$ cat src/rtl/wdog_cascade_pkg.sv
package wdog_cascade_pkg;
  // wrapping down-step of a stage counter
  function automatic logic [7:0] step_down(input logic [7:0] v);
    return v - 8'd1;
  endfunction

  // read image of the control register
  function automatic logic [7:0] pack_status(input logic src_sel, input logic lock,
                                             input logic [5:0] hi_top);
    return {src_sel, lock, hi_top};
  endfunction
endpackage

$ cat src/rtl/wdog_prescaler.sv
module wdog_prescaler #(
  parameter int DIV = 16
) (
  input  logic clk,
  input  logic rst_n,
  input  logic clr,
  input  logic run,
  output logic tick
);
  localparam int PW = (DIV > 1) ? $clog2(DIV) : 1;
  localparam logic [PW-1:0] LAST = PW'(DIV - 1);

  logic [PW-1:0] cnt;

  assign tick = run && !clr && (cnt == LAST);

  always_ff @(posedge clk or negedge rst_n) begin
    if (!rst_n)        cnt <= '0;
    else if (clr)      cnt <= '0;
    else if (run)      cnt <= (cnt == LAST) ? '0 : cnt + PW'(1);
  end
endmodule

$ cat src/rtl/wdog_stage.sv
module wdog_stage #(
  parameter int W = 8
) (
  input  logic         clk,
  input  logic         rst_n,
  input  logic         load,
  input  logic         dec,
  output logic [W-1:0] cnt,
  output logic         uf
);
  import wdog_cascade_pkg::*;

  assign uf = dec && !load && (cnt == '0);

  always_ff @(posedge clk or negedge rst_n) begin
    if (!rst_n)     cnt <= '1;
    else if (load)  cnt <= '1;
    else if (dec)   cnt <= W'(step_down(8'(cnt)));
  end
endmodule

$ cat src/rtl/wdog_cascade.sv
module wdog_cascade #(
  parameter int PRE_DIV = 16,
  parameter int STAGE_W = 8
) (
  input  logic       clk,
  input  logic       rst_n,
  input  logic       reg_wr,
  input  logic [7:0] wr_data,
  input  logic       reg_rd,
  output logic [7:0] rd_data,
  input  logic       stop_exec,
  output logic       wdt_rst_req
);
  import wdog_cascade_pkg::*;

  localparam int SEL_BIT  = 7;
  localparam int LOCK_BIT = 6;

  logic               running;
  logic               src_sel;
  logic               stp_dis;
  logic               tick;
  logic               lo_uf;
  logic               hi_uf;
  logic               hi_en;
  logic [STAGE_W-1:0] lo_cnt;
  logic [STAGE_W-1:0] hi_cnt;
  logic               req_q;

  wdog_prescaler #(.DIV(PRE_DIV)) u_pre (
    .clk(clk), .rst_n(rst_n), .clr(reg_wr), .run(running), .tick(tick)
  );

  wdog_stage #(.W(STAGE_W)) u_lo (
    .clk(clk), .rst_n(rst_n), .load(reg_wr), .dec(tick), .cnt(lo_cnt), .uf(lo_uf)
  );

  assign hi_en = src_sel ? tick : lo_uf;

  wdog_stage #(.W(STAGE_W)) u_hi (
    .clk(clk), .rst_n(rst_n), .load(reg_wr), .dec(hi_en), .cnt(hi_cnt), .uf(hi_uf)
  );

  always_ff @(posedge clk or negedge rst_n) begin
    if (!rst_n) begin
      running <= 1'b0;
      src_sel <= 1'b0;
      stp_dis <= 1'b0;
    end else if (reg_wr) begin
      running <= 1'b1;
      src_sel <= wr_data[SEL_BIT];
      stp_dis <= stp_dis | wr_data[LOCK_BIT];
    end
  end

  always_ff @(posedge clk or negedge rst_n) begin
    if (!rst_n)                              req_q <= 1'b0;
    else if (hi_uf || (stop_exec && stp_dis)) req_q <= 1'b1;
  end

  always_ff @(posedge clk or negedge rst_n) begin
    if (!rst_n)      rd_data <= 8'h00;
    else if (reg_rd) rd_data <= pack_status(src_sel, stp_dis, 6'(hi_cnt[STAGE_W-1 -: 6]));
  end

  assign wdt_rst_req = req_q;
endmodule

$ cat config.mk
export PLATFORM = sky130hd
export DESIGN_NAME = wdog_cascade
export DESIGN_NICKNAME = d
export VERILOG_FILES = /design/src/rtl/wdog_cascade_pkg.sv /design/src/rtl/wdog_prescaler.sv /design/src/rtl/wdog_stage.sv /design/src/rtl/wdog_cascade.sv
export SDC_FILE = /design/constraint.sdc
export NUM_CORES = 1
export LEC_CHECK = 0
export BUFFER_PORTS_ARGS = -buffer_cell sky130_fd_sc_hd__buf_2
export CORE_MARGIN = 5
export CORE_UTILIZATION = 31
export DETAILED_ROUTE_END_ITERATION = 7
export GPL_TIMING_DRIVEN = 0
export HOLD_SLACK_MARGIN = 0.02
export SLEW_MARGIN = 20
export SYNTH_ARGS = -nofsm -noshare
export SYNTH_HDL_FRONTEND = slang
export SYNTH_HIERARCHICAL = 1
export SYNTH_SLANG_ARGS = --single-unit
$ cat constraint.sdc
create_clock -name clk -period 3.88 [get_ports clk]
set_input_delay 0.582 -clock clk [delete_from_list [all_inputs] [get_ports clk]]
set_output_delay 0.582 -clock clk [all_outputs]
set_load 0.05 [all_outputs]
After elaboration in Yosys (flattened, before gate mapping)

Index checks and enable logic that the tools add are counted.

Bits in registers: 32
Bits in latches: 0
Memory bits (writable): 0
Bits in read-only memories: 0
Input port bits: 13
Output and inout bits: 9
Memories: 0

$add $sub $neg: 3
Multipliers: 0
Div/mod/pow operators: 0
Magnitude comparators: 0
Eq/ne operators: 1
Shift operators: 0
Multiplexer cells: 8
Bitwise operators: 1
Reductions and logical operators: 14

Operators with widths:

| kind                                              | count |
|---|---|
| 2-to-1 mux 8 bit                                  | 4 |
| logical NOT 8 bit                                 | 2 |
| subtractor 8 x 1 -> 8 bit (second input constant) | 2 |
| 2-to-1 mux 4 bit                                  | 3 |
| logical AND 1 bit                                 | 7 |
| nonzero test 2 bit                                | 3 |
| adder 4 x 1 -> 4 bit (second input constant)      | 1 |
| == test 4 bit (second input constant)             | 1 |
| logical NOT 1 bit                                 | 1 |
| logical OR 1 bit                                  | 1 |
| 2-to-1 mux 1 bit                                  | 1 |
| OR 1 bit                                          | 1 |

Depth between registers and ports, before layout

Depth after elaboration: 9
Mapped depth: 10
Depth with buffers taken out: 9

Hierarchy

The synthesis kept the hierarchy.

By module, submodules not included:

| module         | times used | cells an instance | area an instance (sq um) |
|---|---|---|---|
| wdog_stage     | 2          | 41                | 432.9 |
| wdog_cascade   | 1          | 26                | 476.7 |
| wdog_prescaler | 1          | 21                | 202.7 |

Worst setup path after synthesis

No wires, ideal clock.

Path kind: reg2reg
Start point: register u_pre.cnt[0]
End point: register u_hi.cnt[5]
Arrival: 3,012 ps
Required time: 3,792 ps
Slack: 780 ps
Stages on the path, launching flop included: 11
Path buffers: 1
Clock period less this slack: 3,100 ps
Path through: dfrtp_1 ha_1 nand2_1 nor3_1 or4bb_1 nor3_1 mux2_2 or4b_1 buf_2 o31a_1 or3_1

Longest elaborated chain between the ends: 6

Ends and longest elaborated chain:

| element                             | RTL line             | RTL |
|---|---|---|
| from (decl)                         | wdog_prescaler.sv:13 | `logic [PW-1:0] cnt;` |
| from (signal assigned)              | wdog_prescaler.sv:20 | `else if (run) cnt <= (cnt == LAST) ? '0 : cnt + PW'(1);` |
| == test 4 bit                       | wdog_prescaler.sv:15 | `assign tick = run && !clr && (cnt == LAST);` |
| logical AND 1 bit                   | wdog_prescaler.sv:15 |  |
| named net tick                      | wdog_cascade.sv:22   | `logic tick;` |
| logical AND 1 bit (2 in a row)      | wdog_stage.sv:13     | `assign uf = dec && !load && (cnt == '0);` |
| named net lo_uf                     | wdog_cascade.sv:23   | `logic lo_uf;` |
| 2-to-1 mux 1 bit                    | wdog_cascade.sv:38   | `assign hi_en = src_sel ? tick : lo_uf;` |
| named net hi_en                     | wdog_cascade.sv:25   | `logic hi_en;` |
| nonzero test 2 bit (no source line) | -                    |  |
| to (signal assigned)                | wdog_stage.sv:18     | `else if (dec) cnt <= W'(step_down(8'(cnt)));` |
| to (decl)                           | wdog_stage.sv:8      | `output logic [W-1:0] cnt,` |

The timed path passes the listed nets, and every way through them passes these cells.
A chain may end at the register's enable or synchronous reset.

Worst setup path in the final report

Same ends and word-level chain as after synthesis.

==> metrics.md <==
| Metric | Value |
|---|---|
| Outcome | `finished clean` |
| Yosys warns | `6` |
| Final WS setup | `0.406 ns` |
| Clock tree from TritonCTS | `yes` |
| Max Fclk | `0.288 GHz` |
| H-tree levels | `2` |
| Cell Count, Final, Fillers Out | `218` |
| Hold crit path type | `in -> async` |
| Ports | `22` |
| Post-route setup TNS | `0 ns` |
| Clk pwr share | `40.8%` |
| Layout cell share with drive strength beyond 1 | `37.7%` |
| Min Tclk post-route | `3.47 ns` |
| Share of flip-flops with an asynchronous set or reset | `100%` |
| Core Util, Final | `37.4%` |
| Crit end category | `flop` |
| DP HPWL | `1960 um` |
| Mux share of post-synthesis cell area | `10.5%` |
| Net switching power of the design | `0.151 mW` |
| Crit path max fanout | `8` |
| Final ANT Viol Nets | `0` |
| Post-Synthesis Cells | `129` |
| CTS Buffer Depth | `2` |
| Largest family of logic cells by synthesized area | `simple AND/OR/NAND/NOR gates` |
| Post-CTS Resized | `0` |
| DRT iter0 DRCs | `64` |
| DR pass1 iterations | `4` |
| Port buffer count | `14` |
| First-pass GRT wire length | `5020 um` |
| Reg area | `821 um2` |
| Tot GR Track Use | `10.1%` |
| RSZ-0062 raised after global routing | `no` |
| Largest area contributor in the netlist | `dfstp_2` |
| Post-route cell area | `0.00179 mm2` |
| Area Overhead vs Synth | `16.0%` |
| Int Power | `0.495 mW` |
| Fin Clk Skew | `0.00325 ns` |
| Final wirelength | `2870 um` |
| Initial antenna violation count | `0` |
| Placed Cells | `210` |
| Slew HR | `49.3%` |
| Core area | `0.00479 mm2` |
| Synth top area cells | `dfstp_2 27%, dfrtp_1 26%, mux2_4 7.8%` |
| FF-to-FF setup slack | `0.41 ns` |
| Area of the die | `0.00650 mm2` |
| Total gr overflow | `0` |
| Mean Syn Cell Area | `12.0 um2` |
| Synth Area in Compound Gates | `6.15%` |
| Yosys top cell area share | `27.2%` |
| Sw Share | `23.4%` |
| Antenna fix cells | `0` |
| Hold buffer count at cts | `0` |
| Count of flip-flops with a built-in enable after synthesis | `0` |
| Routed len/inst | `13.2 um` |
| Reg2reg path depth | `10` |
| Post-CTS setup buffer count | `0` |
| Crit path kind | `reg -> reg` |
| Period utilisation layout | `89.5%` |
| P_leak | `0.713 nW` |
| Fillers | `441` |
| Die Height | `80.6 um` |
| Register share of total power | `53.4%` |
| GPL Wtd Cong | `0.705` |
| Post-synthesis cell area | `0.00155 mm2` |
| WP data arrival | `3.68 ns` |
| Slew Limit Fails | `0` |
| DP Area | `0.00170 mm2` |
| Post-Syn Nets | `147` |
| DRC | `0` |
| Die Span X | `80.6 um` |
| Nets | `168` |
| Largest net degree at the start of global routing | `33` |
| Logic pwr share | `5.7%` |
| Number of global-route vias before repair | `1,073` |
| Synthesized flop and latch total | `32` |
| Vias/cell | `4.73` |
| Sequential fraction of the synthesis area | `53.1%` |
| Worst EP required | `4.09 ns` |
| Power per cell area | `360 mW/mm2` |
| FF-to-FF End | `u_hi/cnt[5]` |
| Peak supply drop | `0.181 mV` |
| Hold Violations, Final | `0` |
| Initial core utilization | `32.3%` |
| FP Rows | `25` |
| Setup violations, final | `0` |
| Area of the multi-input gates | `688 um2` |
| Worst Max-Slew Pin Slew | `0.754 ns` |
| Clock Latency Late Sink | `0.28 ns` |
| # clock sinks | `32` |
| Root Buffer | `clkbuf_8` |
| Post-synthesis xor/xnor area fraction | `2.83%` |
| Startpoint Class | `flop` |
| Place WS | `0.220 ns` |
| Critical R2R Launch | `u_pre/cnt[0]` |
| Num CTS Buffers | `5` |
| Synth Flop Type | `dfstp_2` |
| Simple-gate portion of the synthesized area | `21.0%` |
| DR vias | `1,031` |
| Post-Synth Adder-Cell Area | `4.05%` |
| Clk slew on worst S/H paths | `0.07 ns` |
| Post-synth cell types | `31` |
| Max-Cap Viols | `0` |
==> state kept, by name, summed over array words and instances, names as in the netlist <==
name and cells:
u_pre/cnt 4, u_lo/cnt 8, rd_data 8, running 1, wdt_rst_req 1, src_sel 1
u_hi/cnt 8, stp_dis 1
==> metal layers <==
metal  share of wire (%)  vias up  global-route usage [%]
met5                   0        -                       0
met4                 1.4        0                    3.21
met3                 5.5        6                    4.82
met2                  47       21                    15.7
met1                  46      501                    12.4
li1                    -      503                       -
==> worst max-delay path, stage by stage (launching register included) <==
cell and delay (ns):
dfrtp_1 0.42, ha_1 0.24, nand2_1 0.07, nor3_1 0.59, or4bb_1 0.54, nor3_1 0.15
mux2_2 0.26, or4b_1 0.44, buf_2 0.17, o31a_1 0.23, or3_1 0.30
==> final cells by class <==
class / count / area share, %
clock inverter: 2 / 0.559
multi-input combinational: 90 / 38.4
sequential: 32 / 45.8
timing repair buffer: 14 / 3.91
inverter: 4 / 0.838
clock buffer: 6 / 4.61
buffer: 3 / 1.19
tap: 67 / 4.68
==> cell usage after synthesis (3+ instances only) <==
master	n
dfrtp_1	16
dfstp_2	16
nand2_1	9
nor3_1	9
o21ai_0	9
mux2_4	8
nand2b_1	6
ha_1	5
or3_1	5
inv_1	4
nand3b_1	4
or3b_2	4
nor2_1	3
xor2_1	3
==> layout by cell type, fill, tap and decap left out, types with 6 or more instances in the layout <==
master     n
nand2_1    9
nand2b_1   6
o21ai_0    9
buf_2     16
nor3_1     9
clkbuf_8   6
dfstp_2   16
mux2_4     8
dfrtp_1   16
==> power groups by stage <==
stage | Sequential (mW) | Clock (mW) | Combinational [mW]
2_1_floorplan | 0.355 | 0 | 0.0155
3_3_place_gp | 0.350 | 0 | 0.0361
3_5_place_dp | 0.350 | 0 | 0.0380
4_1_cts | 0.345 | 0.271 | 0.0383
5_1_grt | 0.345 | 0.292 | 0.0420
6_report | 0.345 | 0.264 | 0.0371
==> kinds of logic (layout without fill, tap and decap cells) <==
group	count (synthesis)	count (layout)
and+or+nand+nor	52	52
DFF	32	32
AOI/OAI and AO/OA	16	16
muxes	12	12
buffers and inverters	7	29
adders and majority gates	5	5
xor gates and xnor gates	5	5
==> metrics by stage <==
stage | power (mW) | hold WS (ns)
after global placement | 0.386 | 0.451
final | 0.645 | 0.344
after floorplan | 0.370 | 0.286
after global routing | 0.680 | 0.397
after CTS | 0.654 | 0.362
after detailed placement | 0.388 | 0.451
==> worst max-delay path by stage <==
stage,start,endpoint,slack (ns)
after global routing,u_pre/cnt[0],u_hi/cnt[7],0.15
final,u_pre/cnt[0],u_hi/cnt[5],0.41
after CTS,u_pre/cnt[0],u_hi/cnt[5],0.45
after global placement,reg_wr,u_hi/cnt[5],0.23
after floorplan,u_pre/cnt[0],u_hi/cnt[5],0.78
after detailed placement,reg_wr,u_hi/cnt[5],0.22
Power figures use the tool's default switching activity.
